===== config.mk =====
export PLATFORM = sky130hd
export DESIGN_NAME = exc_vector_unit
export DESIGN_NICKNAME = d
export VERILOG_FILES = /design/src/rtl/exc_pkg.sv /design/src/rtl/exc_opcode_check.sv /design/src/rtl/exc_ovf_detect.sv /design/src/rtl/exc_fault_regs.sv /design/src/rtl/exc_vector_unit.sv
export SDC_FILE = /design/constraint.sdc
export NUM_CORES = 1
export LEC_CHECK = 0
export ABC_CLOCK_PERIOD_IN_PS = 2400
export BUFFER_PORTS_ARGS = -buffer_cell sky130_fd_sc_hd__buf_2
export CAP_MARGIN = 10
export CORE_AREA = 2 2 92 94
export DETAILED_ROUTE_END_ITERATION = 6
export DIE_AREA = 0 0 94 96
export PLACE_DENSITY = 0.68
export SKIP_CTS_REPAIR_TIMING = 1
export SYNTH_ARGS = -nofsm -noshare
export SYNTH_HDL_FRONTEND = slang
export SYNTH_SLANG_ARGS = --single-unit

===== constraint.sdc =====
create_clock -name clk -period 2.4 [get_ports clk]
set_input_delay 0.36 -clock clk [delete_from_list [all_inputs] [get_ports clk]]
set_output_delay 0.36 -clock clk [all_outputs]
set_load 0.03 [all_outputs]

===== src/rtl/exc_pkg.sv =====
package exc_pkg;
  parameter int XLEN = 32;
  parameter int OPW  = 6;

  typedef enum logic [1:0] {
    ALU_OTHER = 2'd0,
    ALU_ADD   = 2'd1,
    ALU_SUB   = 2'd2,
    ALU_MISC  = 2'd3
  } alu_sel_e;

  typedef enum logic {
    CODE_BADOP = 1'b0,
    CODE_OVF   = 1'b1
  } fault_code_e;

  localparam int NLEGAL = 5;
  localparam logic [OPW-1:0] LEGAL_OPS [NLEGAL] = '{
    6'h00, 6'h02, 6'h04, 6'h23, 6'h2B
  };
endpackage


===== src/rtl/exc_opcode_check.sv =====
module exc_opcode_check
  import exc_pkg::*;
#(
  parameter int W = OPW
) (
  input  logic         strobe,
  input  logic [W-1:0] opcode,
  output logic         bad_op
);
  logic [NLEGAL-1:0] hit;

  for (genvar i = 0; i < NLEGAL; i++) begin : g_cmp
    assign hit[i] = (opcode == LEGAL_OPS[i][W-1:0]);
  end

  assign bad_op = strobe && (hit == '0);
endmodule


===== src/rtl/exc_ovf_detect.sv =====
module exc_ovf_detect
  import exc_pkg::*;
#(
  parameter int W = XLEN
) (
  input  logic         strobe,
  input  logic [1:0]   op,
  input  logic [W-1:0] a,
  input  logic [W-1:0] b,
  input  logic [W-1:0] res,
  output logic         ovf
);
  localparam int MSB = W - 1;

  logic sa, sb, sr, add_ovf, sub_ovf;

  always_comb begin
    sa      = a[MSB];
    sb      = b[MSB];
    sr      = res[MSB];
    add_ovf = (sa == sb) && (sr != sa);
    sub_ovf = (sa != sb) && (sr != sa);
    unique case (alu_sel_e'(op))
      ALU_ADD: ovf = strobe && add_ovf;
      ALU_SUB: ovf = strobe && sub_ovf;
      default: ovf = 1'b0;
    endcase
  end
endmodule


===== src/rtl/exc_fault_regs.sv =====
module exc_fault_regs
  import exc_pkg::*;
#(
  parameter int W       = XLEN,
  parameter int PC_STEP = 4
) (
  input  logic         clk,
  input  logic         rst_n,
  input  logic         take,
  input  fault_code_e  code,
  input  logic [W-1:0] pc_now,
  output logic [W-1:0] epc,
  output logic [W-1:0] cause,
  output logic         kill_q
);
  localparam logic [W-1:0] STEP = W'(PC_STEP);

  always_ff @(posedge clk or negedge rst_n) begin
    if (!rst_n) begin
      epc    <= '0;
      cause  <= '0;
      kill_q <= 1'b0;
    end else begin
      kill_q <= take;
      if (take) begin
        epc   <= pc_now - STEP;
        cause <= {{(W-1){1'b0}}, logic'(code)};
      end
    end
  end
endmodule


===== src/rtl/exc_vector_unit.sv =====
module exc_vector_unit
  import exc_pkg::*;
#(
  parameter int              W         = XLEN,
  parameter int              OW        = OPW,
  parameter int              PC_STEP   = 4,
  parameter logic [W-1:0]    VEC_BADOP = 32'hC000_0000,
  parameter logic [W-1:0]    VEC_OVF   = 32'hC000_0020
) (
  input  logic          clk,
  input  logic          rst_n,
  input  logic [W-1:0]  pc_now,
  input  logic          decode_stb,
  input  logic [OW-1:0] opcode,
  input  logic          exec_stb,
  input  logic [1:0]    alu_op,
  input  logic [W-1:0]  alu_a,
  input  logic [W-1:0]  alu_b,
  input  logic [W-1:0]  alu_res,
  input  logic          rf_we_in,
  output logic          pc_load,
  output logic [W-1:0]  pc_target,
  output logic          rf_we_out,
  output logic [W-1:0]  epc,
  output logic [W-1:0]  cause
);
  logic        bad_op, ovf, kill_q;
  fault_code_e code;

  exc_opcode_check #(.W(OW)) u_opchk (
    .strobe (decode_stb),
    .opcode (opcode),
    .bad_op (bad_op)
  );

  exc_ovf_detect #(.W(W)) u_ovf (
    .strobe (exec_stb),
    .op     (alu_op),
    .a      (alu_a),
    .b      (alu_b),
    .res    (alu_res),
    .ovf    (ovf)
  );

  always_comb begin
    pc_load   = bad_op || ovf;
    code      = bad_op ? CODE_BADOP : CODE_OVF;
    pc_target = bad_op ? VEC_BADOP : (ovf ? VEC_OVF : '0);
  end

  exc_fault_regs #(.W(W), .PC_STEP(PC_STEP)) u_regs (
    .clk    (clk),
    .rst_n  (rst_n),
    .take   (pc_load),
    .code   (code),
    .pc_now (pc_now),
    .epc    (epc),
    .cause  (cause),
    .kill_q (kill_q)
  );

  assign rf_we_out = rf_we_in && !pc_load && !kill_q;
endmodule


Word-level counts from Yosys, hierarchy flattened
Cells that the tools add are included.
Word-level totals
  bits in registers: 34
  bits of input ports: 141
  output and inout port bits: 98
Operators by class
  add/sub/neg operators: 1
  eq/ne operators: 9
  muxes and demuxes: 4
  reduce and logical (&&, ||, !) cells: 12
Operators by type and width (count)
  2-to-1 mux 32 bit: 2
  subtractor 32 x 3 -> 32 bit, second input constant: 1
  == test 6 bit, second input constant: 2
  logical AND 1 bit: 7
  == test 6 x 2 -> 1 bit, second input constant: 1
  == test 6 x 3 -> 1 bit, second input constant: 1
  zero test 6 bit: 1
  zero test 5 bit: 1
  == test 2 x 1 -> 1 bit, second input constant: 1
  == test 2 bit, second input constant: 1
  zero test 1 bit: 2
  != test 1 bit: 2
  case mux 1 bit (2 select lines): 1
  == test 1 bit: 1
  logical OR 1 bit: 1
  2-to-1 mux 1 bit: 1

Logic depth before layout (Yosys ltp)
Gate-level depths: netlist of the first run.
  depth in word-level cells: 8
  depth in mapped cells: 9
  mapped depth without buffers: 7

Modules after synthesis
From an unflattened synthesis of the first run, not the netlist that was laid out.
Second synthesis, totals
  cells, all modules: 276
  area, all modules: 2451.1 µm²
Modules (own cells, without submodules)
  exc_fault_regs: times used 1, cells each 230, area an instance 2085.8 µm², seq. area each 850.8 µm²
  exc_vector_unit: times used 1, cells each 36, area an instance 270.3 µm², seq. area each 0.0 µm²
  exc_ovf_detect: times used 1, cells each 6, area an instance 61.3 µm², seq. area each 0.0 µm²
  exc_opcode_check: times used 1, cells each 4, area an instance 33.8 µm², seq. area each 0.0 µm²

Worst setup path after synthesis of the first run
No wires, ideal clock.
  path type: in2out
  start: input alu_op[0]
  end: output rf_we_out
  arrival time: 2.194 ns
  required time: 2.040 ns
  setup slack: -0.154 ns
  cell stages on the path: 7
  cells stage by stage: inv_1 -> ha_1 -> xor2_1 -> mux2i_1 -> o2bb2ai_1 -> clkbuf_8 -> nor3b_1
On the way
  longest elaborated chain between the ends: 6
  elaborated cells between the ends (all ways): 7
  classes of those cells: eq/ne: 2; mux: 1; reduce/logical: 4
RTL lines
  start, declared: line exc_vector_unit.sv:16  | input logic [1:0] alu_op,
  == test 2 bit / == test 2 x 1 -> 1 bit (equally long branches): line exc_ovf_detect.sv:23  | unique case (alu_sel_e'(op))
  case mux 1 bit (2 select lines) (*): line exc_ovf_detect.sv:23
  logical OR 1 bit (*): line exc_vector_unit.sv:46  | pc_load = bad_op || ovf;
  zero test 1 bit (*): line exc_vector_unit.sv:62  | assign rf_we_out = rf_we_in && !pc_load && !kill_q;
  logical AND 1 bit (*) (2 in a row): line exc_vector_unit.sv:62
  end, declared: line exc_vector_unit.sv:23  | output logic rf_we_out,
Mark *: on every way between the ends. The rest lies on a longest branch, timed or not.

Worst setup path after layout of the first run
Ends and elaborated chain as after synthesis.

==> summary.txt, run 1 <==
Outcome
  – Status: finished, final reports clean

Drt
  – Drc violations: 0
  – Antenna Violating Nets Remaining: 0
  – Vias: about 2000
  – DR pass1 iterations: 4
  – Wire length per cell: 11.71 um
  – Drt initial violations: between 40 and 50
  – DR vias/cell: roughly 4.3
  – Total Wirelength: between 5000 and 6000 um

Finish
  – Layout cell share with drive strength beyond 1: between 30% and 40%
  – N_diodes: 0
  – Final Util: about a third
  – Nets: between 400 and 500
  – Layout area overhead: 19.86%

Clock tree
  – Clk_lat worst skew: 0.27 ns
  – H-tree Lvls: 2
  – Clock tree buffer depth: 2
  – CTS Buf Count: 5
  – Clk sink count: 34
  – CTS tree: built
  – Reg clk slew, reported paths: 0.07 ns
  – Root Driver: clkbuf_8

Power
  – Clock power frac: 29.2%
  – Pleak: 1.282 nW
  – Worst VDD drop: between 0.0003 and 0.0004 V
  – Gate power share: about a third
  – NetSw: approximately 0.7 mW
  – Flop pwr share: roughly 38%
  – Switch share: roughly 39%
  – Overall power: around 1.8 mW
  – Pwr dens: 648.7 nW/um^2
  – Internal power: between 1 and 1.5 mW

Place
  – Port Buffer Count: 85
  – Hpwl dp: 4261 um
  – Final GP Congestion: between 0.7 and 0.8
  – Place WS: -0.02309 ns

Logic synthesis
  – YS warnings: 0
  – Synth top cells by count: buf_4 (62), nor2_1 (43), dfrtp_1 (34)
  – Post-synth EDFFs: 0
  – Cells after Synth: 263
  – Avg Cell Area, Syn: around 8.9 um^2
  – FFs w/ async S/R, synth: 100.0%
  – Dominant cell type by area after synthesis: dfrtp_1
  – Ranking of synthesized cells by area: dfrtp_1 (36%), buf_4 (20%), xnor2_1 (8.6%), nor2_1 (6.9%), a21oi_1 (6.0%)
  – Yosys cell types: 39
  – Most used DFF post-synth: dfrtp_1
  – Seq cells post-synth: 34
  – Cell area after synthesis: 2337 um^2
  – Register area share after synthesis: 36.40%
  – Most common cell in the synthesized netlist: buf_4
  – Yosys top cell area share: between 30 and 40%

Timing
  – Final hold slack: 0.1453 ns
  – Max Slew Vio Count: 0
  – Slew @ Worst Pin: 0.7706 ns
  – Fin crit share: between 90% and 100%
  – Final hold violation count: 0
  – Relative slew slack: between 40% and 50%
  – RSZ-0062 raised after global routing: no
  – Peak Freq: between 0.4 and 0.5 GHz
  – Total Neg Setup Slack: 0 ns
  – Worst setup margin: around 0.22 ns
  – Final Setup Violations: 0
  – Fin crit period: roughly 2.2 ns
  – Clk_skew: 0 ns

Critical path
  – Worst EP arrival: between 1.5 and 2 ns
  – WP data required: between 2 and 2.5 ns
  – Setup CP Type: in2out
  – CP startpoint kind: primary input
  – Crit Path Max Fanout: 9
  – Crit end category: output port

Die
  – Ports: between 200 and 250
  – Die ar.: 9024 um^2
  – Die X: ~94 um
  – Die H: 96 um
  – Core area: approximately 8100 um^2
  – Row cnt: 33
  – Starting density of the core: 29.03%

GRT
  – Largest net degree at the start of global routing: 35
  – Global-route wire length before repair: approximately 8000 um
  – Vias in the first global route: 1695
  – GRT Util Overall: between 10% and 20%
  – Initial antenna violation count: 0
  – Remaining Overflow, GRT: 0

Hold path
  – Hold WC Path Type: in2async

Job
  – Max_cap viols: 0
power by group through the flow:
stage	registers [mW]	clock network, mW	logic, mW
CTS	0.685	0.561	0.606
floorplan	0.839	0	0.348
finish	0.684	0.531	0.602
detailed placement	0.694	0	0.606
global placement	0.691	0	0.599
global route	0.694	0.579	0.652
metal layers:
layer / track usage (%) / vias to the layer above / part of all wire (%)
li1: - / 952 / -
met1: 15.90 / 914 / 47
met2: 18.04 / 110 / 44
met3: 2.584 / 4 / 8.0
met4: 2.899 / 0 / 0.59
met5: 0 / - / 0
through the flow:
step,cell area [um^2],instances
2_1_floorplan,2564,322
6_report,2801,461
3_3_place_gp,2691,453
4_1_cts,2801,461
5_1_grt,2801,461
3_5_place_dp,2691,453
flip-flops by register name (all words and copies together) (netlist names):
| register | cells |
|---|---|
| u_regs.epc | 32 |
| u_regs.cause | 1 |
| u_regs.kill_q | 1 |
layout make-up:
class                      count  area, um^2
timing repair buffer          97       515.5
clock inverter                 2       37.54
clock buffer                   6       72.57
sequential                    34       850.8
tap                          105       131.4
inverter                       3       11.26
multi-input combinational    214        1182
fill                         868        5250
worst paths after layout:
| check | endpoint | slack (ns) | cells past startpoint | startpoint |
|---|---|---|---|---|
| max in group asynchronous | u_regs.epc[6] | 1.75 | 1 | rst_n |
| min reg2reg | u_regs.epc[0] | 0.51 | 1 | u_regs.epc[0] |
| min in group clk | u_regs.cause[0] | 0.32 | 2 | decode_stb |
| max reg2reg | u_regs.epc[1] | 1.66 | 1 | u_regs.epc[1] |
| min | u_regs.epc[26] | 0.15 | 1 | rst_n |
| max | rf_we_out | 0.22 | 8 | alu_op[0] |
layout by cell type, fill, tap and decap left out, drive strengths merged, types with 2 or more instances in the layout:
cell type  count
nor2          43
dfrtp         34
a31oi          3
xor2           3
a21oi         28
mux2           2
ha             2
nor2b          2
xnor2         23
nand2          4
conb          60
nor4          10
nand2b         2
inv            3
or3            4
nand3          2
or4            2
clkbuf         6
nor3          10
buf           97
nand4          2
cell families (layout without fill, tap and decap cells):
group / count (synthesis) / in the layout / share of synthesized area (%)
other: 1 / 60 / 0.1604
XOR/XNOR: 26 / 26 / 9.743
AND/OR/NAND/NOR: 86 / 86 / 18.84
adder cells (fa/ha/maj): 2 / 2 / 1.070
AO/OA/AOI/OAI: 37 / 37 / 8.887
multiplexers: 3 / 3 / 1.392
buffers and inverters: 74 / 108 / 23.50
flip-flops: 34 / 34 / 36.40
critical path: stages:
cell and delay (ns):
buf_2 0.08, inv_1 0.04, ha_1 0.19, xor2_1 0.18
mux2i_1 0.42, o2bb2ai_4 0.17, nor3b_2 0.17, buf_2 0.21
(Power assumes the default switching activity.)
==> run 2: changes to the inputs <==
--- a/config.mk
+++ b/config.mk
@@ -8,10 +8,10 @@
 export ABC_CLOCK_PERIOD_IN_PS = 2400
 export BUFFER_PORTS_ARGS = -buffer_cell sky130_fd_sc_hd__buf_2
 export CAP_MARGIN = 10
-export CORE_AREA = 2 2 92 94
+export CORE_AREA = 5 5 89 91
 export DETAILED_ROUTE_END_ITERATION = 6
 export DIE_AREA = 0 0 94 96
-export PLACE_DENSITY = 0.68
+export PLACE_DENSITY = 0.77
 export SKIP_CTS_REPAIR_TIMING = 1
 export SYNTH_ARGS = -nofsm -noshare
 export SYNTH_HDL_FRONTEND = slang
==> run 2 against run 1 <==
  * Core utilization is 4.7 points higher
  * Critical path depth stayed put
  * Sequential cell count stayed put
  * Cell count is 1.5% lower
  * Register-to-register slack hardly changed
  * Power is 2.0% lower
  * Combinational power hardly changed
  * Highest routed layer unchanged
  * Largest cell class unchanged
==> summary.txt, run 2 (synthesis results as in run 1) <==
Finish
  – Final std cells w/o fill: 454 (-1.5%)
  – Nets: 497 (-0.20%)
  – Layout area overhead: 19.22%
  – Top Registers: u_regs.epc: 32 flops, u_regs.cause: 1 flops, u_regs.kill_q: 1 flops
  – Layout cell share with drive strength beyond 1: 31.83% (+0.089 points)
  – Most common cell after layout, fill and taps aside: buf_2
  – Most flops, register: u_regs.epc
  – Largest register FFs: 32 (unchanged)
  – Commonest cells after routing, fill and taps aside: buf_2 (85), conb_1 (60), nor2_1 (43)
  – N_diodes: 0 (unchanged)

Timing
  – Total Neg Setup Slack: 0 ns (unchanged)
  – Fin crit period: 2.165 ns (-0.01159 ns)
  – Clk_skew: 0 ns (unchanged)
  – Peak Freq: 0.4618 GHz (+0.54%)
  – Final hold violation count: 0 (unchanged)
  – Max Slew Vio Count: 0 (unchanged)
  – Fin crit share: 90.22% (-0.48 points)
  – Slew @ Worst Pin: 0.7829 ns (+0.01226 ns)
  – RSZ-0062 raised after global routing: no
  – Final Setup Violations: 0 (unchanged)
  – Relative slew slack: 47.81% (-0.82 points)

Drt
  – Vias: 2005 (+1.3%)
  – Total Wirelength: 5692 um (+5.4%)
  – Antenna Violating Nets Remaining: 0 (unchanged)
  – Drc violations: 0 (unchanged)
  – Drt initial violations: 48 (+6.7%)
  – DR vias/cell: 4.416 (+2.8%)
  – Wire length per cell: 12.54 um (+7.1%)
  – DR pass1 iterations: 4 (unchanged)

Die
  – Ports: 239 (unchanged)
  – Die X: 94 um (unchanged)
  – Starting density of the core: 33.11% (+4.1 points)
  – Core area: 7059 um^2 (-12%)
  – Die ar.: 9024 um^2 (unchanged)
  – Die H: 96 um (unchanged)
  – Row cnt: 31 (-6.1%)

Critical path
  – WP data required: 2.56 ns (+0.52 ns)
  – CP startpoint kind: primary input
  – RR Startpoint: u_regs.epc[0]
  – Crit Path Max Fanout: 8 (-1)
  – R2R Setup Slk: 1.66 ns (about the same)
  – Top Family by Delay on Critical Path: simple AND/OR/NAND/NOR gates
  – CP Cell Sequence: buf_2 -> inv_1 -> ha_1 -> or4b_1 -> or4_4 -> nor3_1 -> xnor2_1 -> a21oi_1
  – Worst EP arrival: 2.32 ns (+0.50 ns)
  – Crit end category: flip-flop
  – Slowest stage delay, CP: 0.60 ns (+0.18 ns)
  – Buffers and inverters on the worst path: 2 (-1)
  – Critical R2R Capture: u_regs.epc[0]
  – Critical path's slowest cell: or4_4
  – Setup CP Type: in2reg
  – R2r worst-path depth: 1 (unchanged)

GRT
  – Global-route wire length before repair: 8473 um (+5.7%)
  – Vias in the first global route: 1875 (+11%)
  – Remaining Overflow, GRT: 0 (unchanged)
  – Initial antenna violation count: 0 (unchanged)
  – GRT Util Overall: 11.95% (+0.52 points)
  – Largest net degree at the start of global routing: 35 (unchanged)

Power
  – Switch share: 38.75% (-0.043 points)
  – Clock power frac: 27.9% (-1.3 points)
  – Gate power share: 33.8% (+0.7 points)
  – Pleak: 1.284 nW (+0.10%)
  – Internal power: 1.091 mW (-1.9%)
  – NetSw: 0.6903 mW (-2.1%)
  – Flop pwr share: 38.3% (+0.7 points)
  – Overall power: 1.781 mW (-2.0%)
  – Pwr dens: 639.3 nW/um^2 (-1.5%)
  – Worst VDD drop: 0.0002359 V (-30%)

Hold path
  – Hold WC Path Type: in2async

Outcome
  – Status: finished, final reports clean

Place
  – Post-Place Cells: 446 (-1.5%)
  – Port Buffer Count: 85 (unchanged)
  – Hpwl dp: 4633 um (+8.7%)
  – Final GP Congestion: 0.8227 (+9.7%)

Clock tree
  – Reg clk slew, reported paths: 0.07 ns (about the same)
  – H-tree Lvls: 2 (unchanged)
  – Root Driver: clkbuf_8
  – Clock tree buffer depth: 2 (unchanged)
  – Clk_lat worst skew: 0.27 ns (about the same)
  – Clk sink count: 34 (unchanged)
  – CTS tree: built
  – CTS Buf Count: 5 (unchanged)

Job
  – Max_cap viols: 0 (unchanged)
run 2: cell types whose count changed in the layout (fill, tap and decap cells not counted):
cell / delta
clkbuf_1: -1
clkbuf_8: +3
bufinv_16: -1
buf_4: -1
clkinvlp_4: -1
run 2: power groups by stage:
stage | logic (mW) | clock network, mW | registers (mW)
2_1_floorplan | 0.348 | 0 | 0.839
4_1_cts | 0.605 | 0.523 | 0.683
3_5_place_dp | 0.605 | 0 | 0.692
5_1_grt | 0.649 | 0.544 | 0.693
6_report | 0.602 | 0.497 | 0.682
3_3_place_gp | 0.596 | 0 | 0.691
run 2: per-stage QoR:
| step | utilization (%) | setup slack [ns] | hold WS (ns) | cell area [um^2] |
|---|---|---|---|---|
| 2_1_floorplan | - | 0.07498 | 0.06441 | 2564 |
| 3_3_place_gp | 37.91 | -0.02440 | 0.4836 | 2676 |
| 3_5_place_dp | 37.91 | -0.04964 | 0.4864 | 2676 |
| 4_1_cts | 39.47 | 0.2308 | 0.1739 | 2786 |
| 5_1_grt | 39.47 | 0.07119 | 0.2267 | 2786 |
| 6_report | 39.47 | 0.2347 | 0.1601 | 2786 |
run 2: metal layers:
layer / up-vias / GRT usage, % / routed length (um)
li1: 949 / - / -
met5: - / 0 / 0
met3: 6 / 3.675 / 712
met2: 127 / 18.04 / 2356
met4: 0 / 4.693 / 82
met1: 923 / 15.98 / 2541
run 2: final cells by class:
class,instances,area (um^2)
inverter,3,11.26
clock buffer,8,110.1
timing repair buffer,96,508.0
multi-input combinational,214,1182
fill,770,4273
sequential,34,850.8
tap,99,123.9
run 2: how the worst max path moves through the flow:
stage / start / to / slack (ns) / cells after the start
after floorplan: pc_now[2] / u_regs.epc[20] / 0.07 / 9
after global placement: pc_now[2] / u_regs.epc[30] / -0.02 / 8
after detailed placement: pc_now[2] / u_regs.epc[22] / -0.05 / 8
after CTS: alu_op[0] / rf_we_out / 0.23 / 8
after global routing: pc_now[2] / u_regs.epc[30] / 0.07 / 8
final: pc_now[2] / u_regs.epc[22] / 0.23 / 8
==> run 3: changes to the inputs <==
--- a/config.mk
+++ b/config.mk
@@ -7,12 +7,13 @@
 export LEC_CHECK = 0
 export ABC_CLOCK_PERIOD_IN_PS = 2400
 export BUFFER_PORTS_ARGS = -buffer_cell sky130_fd_sc_hd__buf_2
-export CAP_MARGIN = 10
-export CORE_AREA = 5 5 89 91
+export CAP_MARGIN = 40
+export CORE_AREA = 5 5 90 92
 export DETAILED_ROUTE_END_ITERATION = 6
-export DIE_AREA = 0 0 94 96
+export DIE_AREA = 0 0 95 97
 export PLACE_DENSITY = 0.77
 export SKIP_CTS_REPAIR_TIMING = 1
 export SYNTH_ARGS = -nofsm -noshare
 export SYNTH_HDL_FRONTEND = slang
+export SYNTH_HIERARCHICAL = 1
 export SYNTH_SLANG_ARGS = --single-unit
==> run 3 against run 2 <==
  * Synthesized area increased by 4.9%
  * Power increased by 1.9%
  * Synthesized cell count increased by 4.9%
  * Critical path depth decreased by 1
  * Non-clock buffer count decreased by 4
  * Critical endpoint is now pc_target[31]
  * Largest power group unchanged
  * Highest routed layer unchanged
==> summary.txt, run 3 <==
Outcome
  – Status: finished, final reports clean

Critical path
  – CP Cell Sequence: buf_2 -> inv_1 -> ha_1 -> and4bb_1 -> mux2_2 -> or2_2 -> buf_2
  – Crit end category: output port
  – R2R Setup Slk: 1.56 ns (-0.10 ns)
  – Slowest stage delay, CP: 0.40 ns (-0.20 ns)
  – Worst EP arrival: 1.89 ns (-0.43 ns)
  – Critical R2R Capture: u_regs/epc[17]
  – Crit Path Max Fanout: 13 (+5)
  – Most frequent CP cell: buf_2
  – R2r worst-path depth: 1 (unchanged)
  – Buffers and inverters on the worst path: 3 (+1)
  – Top Family by Delay on Critical Path: simple AND/OR/NAND/NOR gates
  – CP startpoint kind: primary input
  – WP data required: 2.04 ns (-0.52 ns)
  – RR Startpoint: u_regs/epc[17]
  – Critical path's slowest cell: or2_2
  – Setup CP Type: in2out

Clock tree
  – CTS Buf Count: 5 (unchanged)
  – H-tree Lvls: 2 (unchanged)
  – CTS tree: built
  – Clock tree buffer depth: 2 (unchanged)
  – Clk sink count: 34 (unchanged)
  – Reg clk slew, reported paths: 0.07 ns (about the same)
  – Root Driver: clkbuf_8
  – Clk_lat worst skew: 0.28 ns (about the same)

Place
  – Port Buffer Count: 85 (unchanged)
  – Place WS: 0.005397 ns (+0.05504 ns)
  – Final GP Congestion: 0.7652 (-7.0%)
  – Hpwl dp: 5209 um (+12%)

GRT
  – Global-route wire length before repair: 10020 um (+18%)
  – Initial antenna violation count: 0 (unchanged)
  – GRT Util Overall: 13.83% (+1.9 points)
  – Remaining Overflow, GRT: 0 (unchanged)
  – Largest net degree at the start of global routing: 38 (+8.6%)
  – Vias in the first global route: 2085 (+11%)

Logic synthesis
  – Yosys top cell area share: 34.71% (-1.7 points)
  – Ranking of synthesized cells by area: dfrtp_1 (35%), buf_4 (19%), a31oi_1 (4.6%), nor2_1 (4.4%), or4_1 (4.0%)
  – Most common cell in the synthesized netlist: buf_4
  – Yosys cell types: 41 (+5.1%)
  – Post-synth EDFFs: 0 (unchanged)
  – Register area share after synthesis: 34.71% (-1.7 points)
  – YS warnings: 6 (+6)
  – Cells after Synth: 276 (+4.9%)
  – Most used DFF post-synth: dfrtp_1
  – Synth top cells by count: buf_4 (62), dfrtp_1 (34), nor2_1 (29)
  – Cell area after synthesis: 2451 um^2 (+4.9%)
  – Dominant cell type by area after synthesis: dfrtp_1
  – FFs w/ async S/R, synth: 100.0% (unchanged)
  – Seq cells post-synth: 34 (unchanged)
  – Avg Cell Area, Syn: 8.881 um^2 (about the same)

Timing
  – Clk_skew: 0 ns (unchanged)
  – Relative slew slack: 47.89% (+0.077 points)
  – Final Setup Violations: 0 (unchanged)
  – Fin crit share: 93.74% (+3.5 points)
  – Peak Freq: 0.4445 GHz (-3.8%)
  – Fin crit period: 2.250 ns (+0.08439 ns)
  – Total Neg Setup Slack: 0 ns (unchanged)
  – Max Slew Vio Count: 0 (unchanged)
  – Final hold violation count: 0 (unchanged)
  – RSZ-0062 raised after global routing: no
  – Worst setup margin: 0.1503 ns (-0.08440 ns)
  – Slew @ Worst Pin: 0.7817 ns (-0.001159 ns)

Drt
  – Vias: 2211 (+10%)
  – Drc violations: 0 (unchanged)
  – DR pass1 iterations: 4 (unchanged)
  – Wire length per cell: 14.02 um (+12%)
  – Drt initial violations: 70 (+46%)
  – Total Wirelength: 6507 um (+14%)
  – Antenna Violating Nets Remaining: 0 (unchanged)
  – DR vias/cell: 4.765 (+7.9%)

Power
  – Pleak: 1.310 nW (+2.1%)
  – Overall power: 1.815 mW (+1.9%)
  – Worst VDD drop: 0.0003896 V (+65%)
  – Pwr dens: 629.9 nW/um^2 (-1.5%)

Finish
  – Nets: 507 (+2.0%)
  – Most common cell after layout, fill and taps aside: buf_2
  – Top Registers: u_regs/epc: 32 flops, u_regs/cause: 1 flops, u_regs/kill_q: 1 flops
  – Most flops, register: u_regs/epc
  – N_diodes: 0 (unchanged)
  – FF+latch area: 850.8 um^2 (unchanged)
  – Largest register FFs: 32 (unchanged)
  – Layout area overhead: 17.56%
  – Layout fillers: 723 (-6.1%)
  – Multi-input gate area: 1296 um^2 (+9.6%)
  – Commonest cells after routing, fill and taps aside: buf_2 (85), conb_1 (60), dfrtp_1 (34)
  – Layout cell share with drive strength beyond 1: 31.51% (-0.32 points)

Job
  – Max_cap viols: 0 (unchanged)

Die
  – Die X: 95 um (+1.1%)
  – Starting density of the core: 34.34% (+1.2 points)
  – Core area: 7137 um^2 (+1.1%)
  – Ports: 239 (unchanged)
  – Die H: 97 um (+1.0%)
  – Die ar.: 9215 um^2 (+2.1%)
  – Row cnt: 31 (unchanged)

Hold path
  – Hold WC Path Type: in2async
## run 3: metrics by stage
step	std cells	util (%)	hold WS (ns)	cell area, um^2
final	464	40.38	0.1510	2882
after global routing	464	40.38	0.2050	2882
after CTS	464	40.38	0.1740	2882
after detailed placement	456	38.83	0.4718	2771
after global placement	456	38.83	0.4664	2771
after floorplan	334	-	0.06441	2669
## run 3: area by class of cell
| class | instances | area share (%) |
|---|---|---|
| multi-input cells | 225 | 44.98 |
| flip-flops and latches | 34 | 29.53 |
| repair buffers | 92 | 16.59 |
| well taps | 99 | 4.299 |
| clock buffers | 8 | 3.821 |
| inverters | 6 | 0.7816 |
## run 3: power breakdown
part | switching [mW] | internal [mW] | total [mW] | leakage (nW)
clock | 0.208 | 0.290 | 0.498 | 0.0575
sequential | 0.0405 | 0.649 | 0.690 | 0.384
combinational | 0.464 | 0.163 | 0.628 | 0.869
total | 0.713 | 1.10 | 1.81 | 1.31
## run 3: worst max-delay path by stage
stage / start / end / slack, ns / cells past startpoint
after global routing: alu_op[0] / pc_target[30] / 0.08 / 7
final: alu_op[0] / pc_target[31] / 0.15 / 7
after global placement: opcode[0] / u_regs/epc[17] / 0.05 / 7
after floorplan: alu_op[0] / u_regs/epc[16] / 0.05 / 9
after CTS: alu_op[0] / pc_target[31] / 0.14 / 7
after detailed placement: alu_op[0] / u_regs/epc[17] / 0.005 / 9
## run 3: metal layers
layer | vias up | global-route usage, % | wire length, um
li1 | 1062 | - | -
met1 | 997 | 18.89 | 2945
met2 | 144 | 20.66 | 2652
met3 | 8 | 4.732 | 842
met4 | 0 | 3.774 | 67
met5 | - | 0 | 0
## run 3: logic make-up after synthesis
family	synth area share, %
AND/OR/NAND/NOR	23.84
buffers and inverters	21.29
AO/OA/AOI/OAI	13.32
flip-flops	34.71
XOR/XNOR	3.216
multiplexers	2.297
adder cells (fa/ha/maj)	1.021
other	0.3064
